[src/rtl/sr_seq_pkg.sv]
package sr_seq_pkg;

  typedef enum logic [1:0] {
    MODE_LOCK  = 2'd0,
    MODE_SLEEP = 2'd1,
    MODE_RUN   = 2'd2
  } mode_e;

  typedef enum logic [1:0] {
    PH_ARMED   = 2'd0,
    PH_CONDUCT = 2'd1,
    PH_BLANK   = 2'd2
  } phase_e;

  // bit positions inside the synchronised input bundle
  localparam int unsigned IN_SUP_ON  = 0;
  localparam int unsigned IN_SUP_LOW = 1;
  localparam int unsigned IN_EN      = 2;
  localparam int unsigned IN_BON     = 3;
  localparam int unsigned IN_BOFF    = 4;
  localparam int unsigned IN_ARST    = 5;
  localparam int unsigned IN_W       = 6;

endpackage

[src/rtl/sr_sync.sv]
module sr_sync #(
  parameter int unsigned W      = 1,
  parameter int unsigned STAGES = 2
) (
  input  logic         clk,
  input  logic         rst_n,
  input  logic [W-1:0] d_i,
  output logic [W-1:0] q_o
);

  logic [W-1:0] stage_q [STAGES];

  for (genvar s = 0; s < STAGES; s++) begin : g_stage
    if (s == 0) begin : g_first
      always_ff @(posedge clk or negedge rst_n) begin
        if (!rst_n) stage_q[s] <= '0;
        else        stage_q[s] <= d_i;
      end
    end else begin : g_next
      always_ff @(posedge clk or negedge rst_n) begin
        if (!rst_n) stage_q[s] <= '0;
        else        stage_q[s] <= stage_q[s-1];
      end
    end
  end

  assign q_o = stage_q[STAGES-1];

endmodule

[src/rtl/sr_mode_fsm.sv]
module sr_mode_fsm
  import sr_seq_pkg::*;
(
  input  logic clk,
  input  logic rst_n,
  input  logic sup_on_i,
  input  logic sup_low_i,
  input  logic en_i,
  output logic run_o
);

  mode_e mode_q, mode_d;

  always_comb begin
    mode_d = mode_q;
    if (sup_low_i) begin
      mode_d = MODE_LOCK;
    end else begin
      unique case (mode_q)
        MODE_LOCK:  if (sup_on_i) mode_d = en_i ? MODE_RUN : MODE_SLEEP;
        MODE_SLEEP: if (en_i)     mode_d = MODE_RUN;
        MODE_RUN:   if (!en_i)    mode_d = MODE_SLEEP;
        default:                  mode_d = MODE_LOCK;
      endcase
    end
  end

  always_ff @(posedge clk or negedge rst_n) begin
    if (!rst_n) mode_q <= MODE_LOCK;
    else        mode_q <= mode_d;
  end

  assign run_o = (mode_q == MODE_RUN);

endmodule

[src/rtl/sr_span_timer.sv]
module sr_span_timer #(
  parameter int unsigned W = 9
) (
  input  logic         clk,
  input  logic         rst_n,
  input  logic         clear_i,
  input  logic         start_i,
  input  logic [W-1:0] limit_i,
  output logic         done_o
);

  logic [W-1:0] cnt_q;
  logic         running;

  assign done_o  = (cnt_q != '0) && (cnt_q >= limit_i);
  assign running = (cnt_q != '0) && !done_o;

  always_ff @(posedge clk or negedge rst_n) begin
    if (!rst_n)        cnt_q <= '0;
    else if (clear_i)  cnt_q <= '0;
    else if (start_i)  cnt_q <= W'(1);
    else if (running)  cnt_q <= cnt_q + W'(1);
  end

endmodule

[src/rtl/sr_gate_core.sv]
module sr_gate_core
  import sr_seq_pkg::*;
#(
  parameter int unsigned MINON_W      = 9,
  parameter int unsigned BLANK_CYCLES = 1500
) (
  input  logic               clk,
  input  logic               rst_n,
  input  logic               run_i,
  input  logic               below_on_i,
  input  logic               below_off_i,
  input  logic               above_reset_i,
  input  logic [MINON_W-1:0] min_on_i,
  output logic               gate_o
);

  localparam int unsigned BLANK_W = $clog2(BLANK_CYCLES + 1);
  localparam logic [BLANK_W-1:0] BLANK_LIM = BLANK_W'(BLANK_CYCLES);

  phase_e phase_q, phase_d;
  logic   gate_q, gate_d;
  logic   prev_on_q;
  logic   on_rise;
  logic   on_start, blank_start;
  logic   on_done, blank_done;

  assign on_rise = below_on_i && !prev_on_q;

  always_ff @(posedge clk or negedge rst_n) begin
    if (!rst_n) prev_on_q <= 1'b0;
    else        prev_on_q <= below_on_i;
  end

  always_comb begin
    phase_d     = phase_q;
    gate_d      = gate_q;
    on_start    = 1'b0;
    blank_start = 1'b0;
    if (!run_i) begin
      phase_d = PH_ARMED;
      gate_d  = 1'b0;
    end else begin
      unique case (phase_q)
        PH_ARMED: begin
          if (on_rise) begin
            phase_d  = PH_CONDUCT;
            gate_d   = 1'b1;
            on_start = 1'b1;
          end
        end
        PH_CONDUCT: begin
          if (on_done && !below_off_i) begin
            phase_d     = PH_BLANK;
            gate_d      = 1'b0;
            blank_start = 1'b1;
          end
        end
        PH_BLANK: begin
          if (above_reset_i || blank_done) phase_d = PH_ARMED;
        end
        default: begin
          phase_d = PH_ARMED;
          gate_d  = 1'b0;
        end
      endcase
    end
  end

  always_ff @(posedge clk or negedge rst_n) begin
    if (!rst_n) begin
      phase_q <= PH_ARMED;
      gate_q  <= 1'b0;
    end else begin
      phase_q <= phase_d;
      gate_q  <= gate_d;
    end
  end

  sr_span_timer #(.W(MINON_W)) u_on_timer (
    .clk     (clk),
    .rst_n   (rst_n),
    .clear_i (!run_i),
    .start_i (on_start),
    .limit_i (min_on_i),
    .done_o  (on_done)
  );

  sr_span_timer #(.W(BLANK_W)) u_blank_timer (
    .clk     (clk),
    .rst_n   (rst_n),
    .clear_i (!run_i),
    .start_i (blank_start),
    .limit_i (BLANK_LIM),
    .done_o  (blank_done)
  );

  assign gate_o = gate_q;

endmodule

[src/rtl/sr_gate_seq.sv]
module sr_gate_seq
  import sr_seq_pkg::*;
#(
  parameter int unsigned MINON_W      = 9,
  parameter int unsigned BLANK_CYCLES = 1500,
  parameter int unsigned SYNC_STAGES  = 2
) (
  input  logic               clk,
  input  logic               rst_n,
  input  logic               supply_on_i,
  input  logic               supply_low_i,
  input  logic               enable_i,
  input  logic               vds_below_on_i,
  input  logic               vds_below_off_i,
  input  logic               vds_above_reset_i,
  input  logic [MINON_W-1:0] min_on_cycles_i,
  output logic               gate_o
);

  logic [IN_W-1:0] raw_in, syn_in;
  logic            run_q;

  always_comb begin
    raw_in             = '0;
    raw_in[IN_SUP_ON]  = supply_on_i;
    raw_in[IN_SUP_LOW] = supply_low_i;
    raw_in[IN_EN]      = enable_i;
    raw_in[IN_BON]     = vds_below_on_i;
    raw_in[IN_BOFF]    = vds_below_off_i;
    raw_in[IN_ARST]    = vds_above_reset_i;
  end

  sr_sync #(.W(IN_W), .STAGES(SYNC_STAGES)) u_sync (
    .clk   (clk),
    .rst_n (rst_n),
    .d_i   (raw_in),
    .q_o   (syn_in)
  );

  sr_mode_fsm u_mode (
    .clk       (clk),
    .rst_n     (rst_n),
    .sup_on_i  (syn_in[IN_SUP_ON]),
    .sup_low_i (syn_in[IN_SUP_LOW]),
    .en_i      (syn_in[IN_EN]),
    .run_o     (run_q)
  );

  sr_gate_core #(
    .MINON_W      (MINON_W),
    .BLANK_CYCLES (BLANK_CYCLES)
  ) u_core (
    .clk           (clk),
    .rst_n         (rst_n),
    .run_i         (run_q),
    .below_on_i    (syn_in[IN_BON]),
    .below_off_i   (syn_in[IN_BOFF]),
    .above_reset_i (syn_in[IN_ARST]),
    .min_on_i      (min_on_cycles_i),
    .gate_o        (gate_o)
  );

endmodule

[config.mk]
export PLATFORM = sky130hd
export DESIGN_NAME = sr_gate_seq
export DESIGN_NICKNAME = d
export VERILOG_FILES = /design/src/rtl/sr_seq_pkg.sv /design/src/rtl/sr_sync.sv /design/src/rtl/sr_mode_fsm.sv /design/src/rtl/sr_span_timer.sv /design/src/rtl/sr_gate_core.sv /design/src/rtl/sr_gate_seq.sv
export SDC_FILE = /design/constraint.sdc
export NUM_CORES = 1
export LEC_CHECK = 0
export BUFFER_PORTS_ARGS = -buffer_cell sky130_fd_sc_hd__buf_2
export CAP_MARGIN = 20
export CELL_PAD_IN_SITES_DETAIL_PLACEMENT = 0
export CELL_PAD_IN_SITES_GLOBAL_PLACEMENT = 1
export CORE_MARGIN = 4
export CORE_UTILIZATION = 46
export DETAILED_ROUTE_END_ITERATION = 7
export PLACE_DENSITY = 0.87
export SLEW_MARGIN = 20
export SYNTH_ARGS = -nofsm -noshare
export SYNTH_HDL_FRONTEND = slang
export SYNTH_SLANG_ARGS = --single-unit
[constraint.sdc]
create_clock -name clk -period 2.4 [get_ports clk]
set_clock_uncertainty 0.2 [all_clocks]
set_input_delay 0.24 -clock clk [delete_from_list [all_inputs] [get_ports clk]]
set_output_delay 0.24 -clock clk [all_outputs]
set_load 0.1 [all_outputs]
==> flow_summary.yaml <==
floorplanning:
  die_h_um: 73.48
  core.rowCount: 23
  initial_utilization_pct: 48.25
  core_mm2: 0.004086
  die_area_mm2: 0.005399
  die_w_um: 73.48
  ioPinCount: 18
route:
  wirelength_mm: 3.673
  vias: 1524
  drt-initial-drc-count: 78
  drc_errors: 0
  vias_per_cell: 5.443
  wire_per_inst_um: 13.12
  ant_nets: 0
  drt_first_pass_iters: 4
timing:
  finalHoldViolations: 0
  slew_viol_final: 0
  relSlewSlack_pct: 45.58
  max_freq_ghz: 0.4405
  finalCritPeriodShare_pct: 94.59
  rsz0062_at_grt: "false"
  post-route-min-period_ns: 2.270
  tightest_slew_ns: 0.8162
  setup_tns_ns: 0
  setup_viol: 0
  hold_slack_ns: 0.1529
yosys:
  syn_inst: 191
  yosysSeqAreaShare_pct: 48.22
  yosysUniqueCellTypes: 39
  yosys_warnings: 0
  avgSynthCellArea_um2: 10.32
  synth-async-reset-ratio_pct: 100.0
  mappedNetlistArea_mm2: 0.001972
  synth-edff-count: 0
  synthFlopType: "dfrtp_1"
  ys_ff_latch: 38
  synth.net_count: 221
power:
  ir_worst_vdd_uv: 456.5
  power_density_mw_per_mm2: 577.1
  p_leak_uw: 0.001101
cts:
  cts_root_buf: "clkbuf_8"
  cts_tree: "done"
  clockBufferDepth: 2
  clk_pin_slew_ns: 0.08
  cts_buffers: 5
  cts_max_level: 2
  clk_latency_ns: 0.29
  cts_num_sinks: 38
global_route:
  grtUsageTotal_pct: 15.65
  grt_pass1_wl_mm: 6.596
  grt-ovfl-total: 0
  antenna_found_initial: 0
  grt_max_degree: 39
  grt_pass1_vias: 1480
status:
  status: "finished clean"
finish:
  drive_gt1_share_pct: 18.70
  nFillCells: 353
  final_nets: 259
  synthToLayoutAreaGrowth_pct: 21.64
  postLayoutCellArea_mm2: 0.002399
  register_area_um2: 950.9
  multiInputGateArea_um2: 938.4
  antenna_cells: 0
placed_design:
  port_buffers: 17
  globalplace.congestion: 0.8328
  hpwl_mm: 2.581
  postPlaceCellArea_mm2: 0.002176
worst_setup_path:
  reg2reg_from: "u_core.u_on_timer.cnt_q[8]"
  path_class: "reg2reg"
  critPathLaunchType: "flop"
  crit_path_end_kind: "flop"
  crit_fanout: 4
  worstPathRequired_ns: 2.42
  r2r_cells: 6
  worstPathArrival_ns: 2.29
  startpoint: "u_core.u_on_timer.cnt_q[8]"
run:
  maxCapViolCount: 0
min_path:
  min_path_cells: 0
  hold_class: "reg2reg"
  min-delay-start: "u_sync.stage_q[6]"
## metrics by stage
step	total power (µW)	setup slack, ns	util, %	instances
floorplan	703.8	0.2154	-	191
global placement	739.2	0.1097	53.25	264
detailed placement	740.5	0.04768	53.25	264
CTS	1397	0.01198	58.33	279
global route	1445	0.02375	58.70	280
finish	1384	0.1299	58.70	280
## cell type report
| class | count | area share, % |
|---|---|---|
| timing repair buffer | 36 | 10.22 |
| multi-input combinational | 131 | 39.12 |
| clock inverter | 3 | 2.869 |
| inverter | 17 | 2.660 |
| clock buffer | 5 | 2.869 |
| tap | 50 | 2.608 |
| sequential | 38 | 39.65 |
## timing repair
action,CTS,global route
hold endpoints to repair,44,0
setup endpoints to repair,0,9
buffers inserted,0,1
hold buffers,7,0
resized for setup,0,2
## cell usage after synthesis, drive strengths merged, types with 2 or more instances
library cell / n / area (µm²)
and3: 4 / 25.02
nor2: 16 / 60.06
a211oi: 3 / 22.52
nand3: 8 / 40.04
nand4: 6 / 37.54
inv: 17 / 63.81
o21ai: 6 / 33.78
a31oi: 2 / 12.51
dfrtp: 38 / 950.9
nor4: 4 / 25.02
nand2: 13 / 48.80
or4: 5 / 37.54
o21a: 2 / 15.01
nand2b: 3 / 18.77
a21oi: 7 / 35.03
or3: 4 / 25.02
xnor2: 5 / 43.79
xor2: 3 / 26.28
mux2i: 5 / 50.05
o31ai: 3 / 22.52
and4: 2 / 17.52
ha: 13 / 162.7
clkbuf: 4 / 15.01
a2111oi: 2 / 17.52
o211ai: 2 / 15.01
nor3: 2 / 10.01
## path summary, 6_finish.rpt
| check | slack (ns) | endpoint |
|---|---|---|
| min in group asynchronous | 0.37 | u_core.u_blank_timer.cnt_q[5] |
| setup reg to reg | 0.13 | u_core.u_blank_timer.cnt_q[0] |
| setup / recovery | 0.13 | u_core.u_blank_timer.cnt_q[0] |
| hold / removal | 0.15 | u_sync.q_o[0] |
| max in group asynchronous | 1.11 | u_core.u_blank_timer.cnt_q[9] |
| hold reg to reg | 0.15 | u_sync.q_o[0] |
## layout by cell type, fill, tap and decap left out, types with 2 or more instances in the layout
master,count
nand4_1,6
bufinv_16,2
clkbuf_8,5
xnor2_1,5
a21oi_1,6
dlygate4sd3_1,7
and4_1,2
nand2_1,13
o211ai_1,2
nor3_1,2
nand3_1,8
o31ai_1,3
buf_2,17
a2111oi_0,2
o21a_1,2
mux2i_1,5
o21ai_0,5
or3_1,4
a31oi_1,2
or4_1,4
xor2_1,3
inv_1,17
a211oi_1,3
buf_4,12
nor2_1,16
dfrtp_1,38
nand2b_1,3
nor4_1,4
and3_1,4
ha_1,13
## cells by family (layout without fill, tap and decap cells)
group	count (synthesis)	count (layout)	share of synthesized area (%)
AO/OA/AOI/OAI	35	35	14.21
XOR/XNOR	8	8	3.553
adder cells (fa/ha/maj)	13	13	8.249
buffers and inverters	22	61	4.568
flip-flops	38	38	48.22
multiplexers	5	5	2.538
AND/OR/NAND/NOR	70	70	18.66
## worst max-delay path, cell delays in order, from the launching register on
cell     delay (ns)
dfrtp_1        0.42
ha_1           0.32
and4_1         0.23
nand2_1        0.08
o211a_1        0.28
or4_4          0.54
a21oi_1        0.13
## power breakdown
part / switching (µW) / internal [µW] / total, µW / leakage (µW)
Clock: 232 / 416 / 649 / 0.0000683
Combinational: 42.6 / 32.5 / 75.0 / 0.000533
Sequential: 7.10 / 654 / 661 / 0.000499
Total: 282 / 1100 / 1380 / 0.00110
## state kept, by name, indices dropped and copies added (netlist names)
name,flops
u_core.gate_o,1
u_core.phase_q,2
u_core.prev_on_q,1
u_core.u_blank_timer.cnt_q,11
u_core.u_on_timer.cnt_q,9
u_mode.mode_q,2
u_sync.q_o,6
u_sync.stage_q,6
## per-layer routing
metal	GRT usage (%)	share of wire [%]	vias up
met5	0	0	-
li1	-	-	769
met3	4.925	5.7	5
met1	22.48	51	715
met2	23.13	43	35
met4	3.622	0.95	0
No activity file was read; power rests on OpenSTA's default activity.
